<file path="src/rtl/pgx_tlb_pkg.sv">
package pgx_tlb_pkg;
    localparam int unsigned DEF_OFF_W = 8;
    localparam int unsigned DEF_VPN_W = 24;
    localparam int unsigned DEF_PPN_W = 12;
    localparam int unsigned DEF_SETS  = 16;

    typedef enum logic {
        ACC_READ  = 1'b0,
        ACC_WRITE = 1'b1
    } acc_kind_e;
endpackage

</file>
<file path="src/rtl/pgx_tlb_match.sv">
module pgx_tlb_match #(
    parameter int unsigned WAYS  = 2,
    parameter int unsigned TAG_W = 20
) (
    input  logic [WAYS-1:0]       way_valid,
    input  logic [WAYS*TAG_W-1:0] way_tags,
    input  logic [TAG_W-1:0]      look_tag,
    output logic [WAYS-1:0]       hit_vec,
    output logic                  any_hit
);
    for (genvar w = 0; w < WAYS; w++) begin : g_way
        assign hit_vec[w] = way_valid[w] && (way_tags[w*TAG_W +: TAG_W] == look_tag);
    end
    assign any_hit = |hit_vec;
endmodule

</file>
<file path="src/rtl/pgx_tlb_victim.sv">
module pgx_tlb_victim (
    input  logic [1:0] set_valid,
    input  logic       lru_way,
    output logic       pick_way
);
    always_comb begin
        if (!set_valid[0])      pick_way = 1'b0;
        else if (!set_valid[1]) pick_way = 1'b1;
        else                    pick_way = lru_way;
    end
endmodule

</file>
<file path="src/rtl/pgx_tlb.sv">
module pgx_tlb #(
    parameter int unsigned OFF_W = pgx_tlb_pkg::DEF_OFF_W,
    parameter int unsigned VPN_W = pgx_tlb_pkg::DEF_VPN_W,
    parameter int unsigned PPN_W = pgx_tlb_pkg::DEF_PPN_W,
    parameter int unsigned SETS  = pgx_tlb_pkg::DEF_SETS
) (
    input  logic                   clk,
    input  logic                   rst_n,
    input  logic                   req_valid,
    input  logic [VPN_W+OFF_W-1:0] req_vaddr,
    input  logic                   req_write,
    input  logic                   fill_valid,
    input  logic [VPN_W-1:0]       fill_vpn,
    input  logic [PPN_W-1:0]       fill_ppn,
    input  logic                   flush,
    output logic                   rsp_valid,
    output logic                   rsp_hit,
    output logic [PPN_W+OFF_W-1:0] rsp_paddr,
    output logic                   rsp_used,
    output logic                   rsp_dirty
);
    import pgx_tlb_pkg::*;

    localparam int unsigned WAYS  = 2;
    localparam int unsigned IDX_W = $clog2(SETS);
    localparam int unsigned TAG_W = VPN_W - IDX_W;
    localparam int unsigned VA_W  = VPN_W + OFF_W;
    localparam int unsigned PA_W  = PPN_W + OFF_W;

    typedef struct packed {
        logic             vld;
        logic             used;
        logic             dirty;
        logic [TAG_W-1:0] tag;
        logic [PPN_W-1:0] ppn;
    } entry_t;

    typedef struct packed {
        entry_t [SETS-1:0][WAYS-1:0] ent;
        logic   [SETS-1:0]           lru;
        logic                        rv;
        logic                        rh;
        logic   [PA_W-1:0]           pa;
        logic                        ru;
        logic                        rd;
    } state_t;

    state_t s_d, s_q;

    logic [VPN_W-1:0]      req_vpn;
    logic [IDX_W-1:0]      req_idx;
    logic [TAG_W-1:0]      req_tag;
    logic [OFF_W-1:0]      req_off;
    acc_kind_e             req_kind;
    logic [IDX_W-1:0]      fill_idx;
    logic [TAG_W-1:0]      fill_tag;
    logic [WAYS-1:0]       look_valid;
    logic [WAYS*TAG_W-1:0] look_tags;
    logic [WAYS-1:0]       hit_vec;
    logic                  any_hit;
    logic                  hit_way;
    logic [WAYS-1:0]       fill_set_valid;
    logic                  fill_way;
    entry_t                hit_ent;

    assign req_vpn  = req_vaddr[VA_W-1:OFF_W];
    assign req_idx  = req_vpn[IDX_W-1:0];
    assign req_tag  = req_vpn[VPN_W-1:IDX_W];
    assign req_off  = req_vaddr[OFF_W-1:0];
    assign req_kind = acc_kind_e'(req_write);
    assign fill_idx = fill_vpn[IDX_W-1:0];
    assign fill_tag = fill_vpn[VPN_W-1:IDX_W];

    for (genvar w = 0; w < WAYS; w++) begin : g_sel
        assign look_valid[w]               = s_q.ent[req_idx][w].vld;
        assign look_tags[w*TAG_W +: TAG_W] = s_q.ent[req_idx][w].tag;
        assign fill_set_valid[w]           = s_q.ent[fill_idx][w].vld;
    end

    pgx_tlb_match #(.WAYS(WAYS), .TAG_W(TAG_W)) i_match (
        .way_valid (look_valid),
        .way_tags  (look_tags),
        .look_tag  (req_tag),
        .hit_vec   (hit_vec),
        .any_hit   (any_hit)
    );

    pgx_tlb_victim i_victim (
        .set_valid (fill_set_valid),
        .lru_way   (s_q.lru[fill_idx]),
        .pick_way  (fill_way)
    );

    assign hit_way = hit_vec[1];
    assign hit_ent = s_q.ent[req_idx][hit_way];

    always_comb begin
        s_d    = s_q;
        s_d.rv = req_valid;
        s_d.rh = 1'b0;
        s_d.pa = '0;
        s_d.ru = 1'b0;
        s_d.rd = 1'b0;

        if (req_valid && any_hit) begin
            s_d.rh = 1'b1;
            s_d.pa = {hit_ent.ppn, req_off};
            s_d.ru = hit_ent.used;
            s_d.rd = hit_ent.dirty;
            s_d.ent[req_idx][hit_way].used = 1'b1;
            if (req_kind == ACC_WRITE) begin
                s_d.ent[req_idx][hit_way].dirty = 1'b1;
            end
            s_d.lru[req_idx] = ~hit_way;
        end

        if (flush) begin
            for (int s = 0; s < SETS; s++) begin
                for (int w = 0; w < WAYS; w++) begin
                    s_d.ent[s][w].vld = 1'b0;
                end
            end
        end else if (fill_valid) begin
            s_d.ent[fill_idx][fill_way] = '{vld: 1'b1, used: 1'b0, dirty: 1'b0,
                                            tag: fill_tag, ppn: fill_ppn};
            s_d.lru[fill_idx] = ~fill_way;
        end
    end

    always_ff @(posedge clk) begin
        if (!rst_n) s_q <= '0;
        else        s_q <= s_d;
    end

    assign rsp_valid = s_q.rv;
    assign rsp_hit   = s_q.rh;
    assign rsp_paddr = s_q.pa;
    assign rsp_used  = s_q.ru;
    assign rsp_dirty = s_q.rd;
endmodule

</file>
<file path="config.mk">
export PLATFORM = sky130hd
export DESIGN_NAME = pgx_tlb
export DESIGN_NICKNAME = d
export VERILOG_FILES = /design/src/rtl/pgx_tlb_pkg.sv /design/src/rtl/pgx_tlb_match.sv /design/src/rtl/pgx_tlb_victim.sv /design/src/rtl/pgx_tlb.sv
export SDC_FILE = /design/constraint.sdc
export NUM_CORES = 2
export LEC_CHECK = 0
export CAP_MARGIN = 10
export CORE_ASPECT_RATIO = 1.1
export CORE_MARGIN = 2
export CORE_UTILIZATION = 45
export DETAILED_ROUTE_END_ITERATION = 8
export GPL_TIMING_DRIVEN = 0
export SETUP_SLACK_MARGIN = 0.2
export SYNTH_ARGS = -nofsm -noshare
export SYNTH_HDL_FRONTEND = slang
export SYNTH_SLANG_ARGS = --single-unit
</file>
<file path="constraint.sdc">
create_clock -name clk -period 3.5 [get_ports clk]
set_input_delay 0.35 -clock clk [delete_from_list [all_inputs] [get_ports clk]]
set_output_delay 0.35 -clock clk [all_outputs]
set_load 0.01 [all_outputs]
</file>
# Word level (Yosys, flattened, before mapping)
# Index checks and enable logic that the tools add are counted.
# word_totals
regBits	1160
latchBits	0
ram_bits	0
rom_bits	0
input_bits	74
output_inout_bits	24
wordCells	256
n_memories	0
# classes
addsub	0
mul	0
n_div	0
order_cmp	8
n_eq_ne	2
n_shift	0
muxes	67
n_bitwise	3
reduce_logical	10
# ops
operator	n
$bwmux W1120	3
$mux W1136	2
$mux W34	34
$mux W1120	1
$demux W70 S4	3
$bmux W70 S4	2
$mux W70	5
$demux W35 S1	3
$mux W50	1
$eq A20 B20 Y1	2
$mux W35	1
$mux W33	1
$bwmux W16	2
$mux W23	1
$lt A4 B5 Y1 const B	2
$demux W1 S4	2
$ge A4 B1 Y1 const B	2
$logic_and A1 B1 Y1	7
$mux W1	5
$bmux W1 S4	1
$lt A1 B2 Y1 const B	2
$reduce_or A2 Y1	2
$not A1 Y1	3
$ge A1 B1 Y1 const B	2
$reduce_and A2 Y1	1

# Longest topological paths before layout
# logic_depth
ltp_word	17
mapped_depth	16

# Modules after synthesis
# From an unflattened synthesis, not the netlist that was laid out.
# hier_totals
hier_cells	5795
area_unflattened_um2	52256.4
# by_module_without_submodules
module	n_inst	cells_per_inst	area_each_um2	seq_area_each_um2
pgx_tlb	1	5738	51784.7	23222.3
pgx_tlb_match	1	55	460.4	0.0
pgx_tlb_victim	1	2	11.3	0.0

# Least setup slack after synthesis
# OpenSTA, ideal clock, no wires.
# synth_timing
path_kind	input to register
from	input port req_vaddr[9]
to	register s_q (netlist bit rsp_paddr[19])
setup_ns	0.127
arrival_ns	3.231
required_ns	3.373
slack_ns	0.141
cell_stages	13
path_cell_list	buf_6 buf_6 buf_4 buf_6 buf_4 buf_2 buf_2 buf_2 buf_1 mux4_2 mux4_2 nand3_1 a21oi_1
# synth_between
elab_chain_len	7
word_cells_on_any_way	11
classes_between	eq/ne: 2; mux: 4; reduce/logical: 5
# synth_lines
item	line_no	rtl
start, declared	pgx_tlb.sv:10	input logic [VPN_W+OFF_W-1:0] req_vaddr,
$bmux W70 S4 (*)	pgx_tlb.sv:75, pgx_tlb.sv:76, pgx_tlb.sv:95	
$mux W70 (not written as such) (*)	pgx_tlb.sv:95	assign hit_ent = s_q.ent[req_idx][hit_way];
$eq A20 B20 Y1	pgx_tlb_match.sv:12	assign hit_vec[w] = way_valid[w] && (way_tags[w*TAG_W +: TAG_W] == look_tag);
$logic_and A1 B1 Y1	pgx_tlb_match.sv:12	
$reduce_or A2 Y1	pgx_tlb_match.sv:14	assign any_hit = |hit_vec;
$logic_and A1 B1 Y1	pgx_tlb.sv:105	if (req_valid && any_hit) begin
$reduce_and A2 Y1 (no line)	-	
end signal, assigned	pgx_tlb.sv:131	if (!rst_n) s_q <= '0;
end signal, assigned	pgx_tlb.sv:132	else s_q <= s_d;
end, declared	pgx_tlb.sv:48	state_t s_d, s_q;
# Every way passes the cells marked *; elsewhere a longest branch is shown, timed or not. The select of a mux whose other input is x is not followed.
# A chain may end at the register's enable or synchronous reset.

# Worst setup path after layout
# layout_timing
from	input port req_vaddr[9]
to	register s_q[29] (netlist bit)
# layout_between
elab_chain_len	10
word_cells_on_any_way	19
classes_between	order compare: 2; eq/ne: 2; mux: 9; bitwise: 1; reduce/logical: 5
# layout_lines
item	line_no	rtl
$bmux W70 S4	pgx_tlb.sv:75, pgx_tlb.sv:76	
$mux W70	-	
$eq A20 B20 Y1	pgx_tlb_match.sv:12	
$logic_and A1 B1 Y1	pgx_tlb_match.sv:12	
$reduce_or A2 Y1 or $not A1 Y1 (tied branches)	pgx_tlb_match.sv:14, pgx_tlb.sv:114	
$logic_and A1 B1 Y1 or $bwmux W16 (tied branches)	pgx_tlb.sv:105, pgx_tlb.sv:114	
$mux W1136 (*)	pgx_tlb.sv:105	
$bwmux W16	pgx_tlb.sv:126	s_d.lru[fill_idx] = ~fill_way;
$mux W1136	pgx_tlb.sv:123	end else if (fill_valid) begin
$mux W50 (*)	pgx_tlb.sv:117	if (flush) begin
# Marks and branches as above.

==> results_dict.tcl <==
set metrics [dict create \
    reg2reg_depth 11 \
    final_common_cell "nand2_1" \
    synthCells 5873 \
    post-place-cells 7526 \
    fin_nets 6260 \
    grt_busiest_layer "met2" \
    grt_use_met2_pct 64.5 \
    drtIter0Drc 6817 \
    p_per_area_nw_per_um2 465 \
    max-slew-margin-rel_pct 13.8 \
    pin_count 98 \
    netlist-cell-type-count 78 \
    min_period_ps 3630 \
    via_per_inst 6.35 \
    num_vias 49900 \
    core_area_sq_um 119000 \
    row_count 133 \
    hpwl_mm 200 \
    synth-warning-count 0 \
    worstSetupStartpointType "primary input" \
    first_pass_iters 8 \
    status "finished with violations" \
    grtUsageMet1_pct 54.1 \
    grt_pass1_wl_mm 372 \
    drc 0 \
    holdPathStages 2 \
    holdWs_ps 138 \
    htreeDepth 4 \
    grt_overflow_total 0 \
    min_path_type "primary input to flop" \
    antenna_found_initial 24 \
    routed_wl_mm 276 \
    cts_buffers 131 \
    synth_enable_flop_cells 0 \
    netlist_area_sq_um 54000 \
    die_area_sq_um 123000 \
    finalHoldViolations 0 \
    dpl_worst_slack_ps -3440 \
    synth.avg_cell_area_sq_um 9.20 \
    drv_slew 0 \
    clock_sinks 1160 \
    required_ps 4170 \
    die_h_um 367 \
    failed_checks "negative setup slack" \
    rsz0062_at_grt "true" \
    initial_utilization_pct 45.3 \
    synth-seq-area-share_pct 43.0 \
    ir_drop_mv 0.432 \
    grt_pass1_vias 45900 \
    cts_tree "done" \
    finClkSkew_ps 36.3 \
    setup_ws_ps -128 \
    clk_root_buffer_cell "clkbuf_16" \
    min_period_over_period_pct 104 \
    clk_path_buf_depth 3 \
    fin_cells 7857 \
    fp.dieW_um 334 \
    drive_above_1_share_pct 17.7 \
    yosys_register_bits 1160 \
    final_cell_mix "nand2_1 (1,556), dfxtp_1 (1,159), a21boi_0 (738)" \
    worstMarginPinSlew_ps 1290 \
    syn_to_final_growth_pct 20.8 \
    cp_max_fo 11 \
    crit_path_end_kind "flop" \
    critPathKind "primary input to flop" \
    power_mw 30.3 \
    grtUsageMet3_pct 11.2 \
    grt_use_total_pct 43.8 \
    syn_nets 5947 \
    setup_viol_count_final 34 \
    clock_latency_ps 800 \
    cts.clk_slew.worst_paths_ps 60 \
    fill_cells 10900 \
    gp_congestion 1.03 \
    cap_violations 0 \
    critPathArrivalTime_ps 4290 \
    async_flop_share_pct 0 \
    portBuffers 87 \
    ys.flop_type "dfxtp_1" \
    fin_util_pct 54.7 \
    grt_max_degree 17 \
    p_leak_nw 21.8 \
    fmax_mhz 276 \
    ant_nets 0 \
    wl_per_cell_um 35.1 \
]
-- repair_timing --
action / 4_1_cts / 5_1_grt
endpoints found under the setup margin: 1140 / 884
gates resized for setup: 589 / 258
gates cloned: 8 / 1
hold buffers: 0 / 0
buffers inserted: 41 / 31
pin swaps: 79 / 47
-- cell type report --
type	count	area (sq um)	share of cell area, %
multi-input cells	4098	29700	45.6
inverters	38	143	0.219
well taps	1552	1940	2.98
flip-flops and latches	1160	23200	35.6
clock inverters	38	435	0.667
diodes	23	57.6	0.0882
repair buffers	181	2100	3.21
plain buffers	576	3780	5.80
clock buffers	191	3850	5.90
-- cell families (layout without fill, tap and decap cells) --
kind of cell | count (synthesis) | count (layout) | share of synthesized area [%]
AOI/OAI and AO/OA | 1087 | 1088 | 14.6
and+or+nand+nor | 2252 | 2252 | 18.0
xor gates and xnor gates | 39 | 39 | 0.632
muxes | 719 | 719 | 18.7
other | 0 | 23 | 0
buffers and inverters | 616 | 1024 | 5.08
DFF | 1160 | 1160 | 43.0
-- metrics by stage --
step / cell area (sq um) / setup TNS (ps)
after CTS: 63900 / -1.46
after detailed placement: 57100 / -1818690
after floorplan: 54100 / 0
final: 65300 / -1010
after global placement: 56900 / -1923550
after global routing: 65200 / -566
-- worst paths after layout --
check / start / endpoint / slack (ps)
worst max-delay path: req_vaddr[9] / s_q[29] / -130
worst min-delay path: req_vaddr[1] / rsp_paddr[1] / 140
worst max register to register: s_q[862] / s_q[29] / -110
worst min register to register: s_q[667] / s_q[667] / 450
-- critical path, stage by stage --
cell and delay, ps:
buf_12 170, buf_16 170, buf_16 170, buf_12 210, buf_16 170, buf_12 180, mux2i_1 160, a221oi_2 510
xor2_1 170, a221oi_1 290, a41oi_2 370, or3_4 530, buf_12 150, buf_16 150, buf_12 160, o31ai_4 210
a21oi_1 90
-- power by group --
part	switching, mW	total [mW]	internal, mW
combinational	1.98	2.83	0.854
clock	6.06	14.2	8.17
sequential	0.0268	13.3	13.2
total	8.06	30.3	22.3
-- per-layer routing --
metal	share of wire, %	up-vias
li1	-	20800
met1	36	24400
met2	42	3731
met3	12	1059
met4	9.7	0
met5	0	-
-- flip-flops by register name, indices dropped and copies added (netlist names) --
name and count:
s_q 1136, rsp_paddr 20, rsp_dirty 1, rsp_hit 1
rsp_used 1, rsp_valid 1
-- synthesized netlist by cell type, drive strengths merged (6+ instances only) --
| cell | n | area share, % |
|---|---|---|
| a21boi | 740 | 10 |
| nand4 | 8 | 0.093 |
| o32ai | 7 | 0.13 |
| o41ai | 9 | 0.15 |
| a21oi | 103 | 0.97 |
| o21ai | 38 | 0.35 |
| nor3b | 21 | 0.30 |
| nor2 | 155 | 1.1 |
| nand2 | 1571 | 11 |
| a221oi | 7 | 0.11 |
| mux2i | 454 | 8.4 |
| and3 | 12 | 0.14 |
| inv | 38 | 0.26 |
| nor3 | 44 | 0.44 |
| o31ai | 11 | 0.15 |
| a22oi | 49 | 0.69 |
| and2 | 13 | 0.15 |
| mux2 | 34 | 0.71 |
| a31oi | 37 | 0.43 |
| nand3 | 55 | 0.52 |
| buf | 138 | 1.8 |
| or3 | 20 | 0.23 |
| xor2 | 19 | 0.31 |
| nor2b | 298 | 3.4 |
| or2 | 6 | 0.069 |
| clkbuf | 440 | 3.1 |
| o221ai | 12 | 0.19 |
| dfxtp | 1160 | 43 |
| o22ai | 22 | 0.25 |
| mux4 | 231 | 9.6 |
| xnor2 | 20 | 0.32 |
| a41oi | 6 | 0.097 |
| nand2b | 29 | 0.34 |
| nor4 | 9 | 0.10 |
Note: power is estimated with default switching activity, not from simulation.
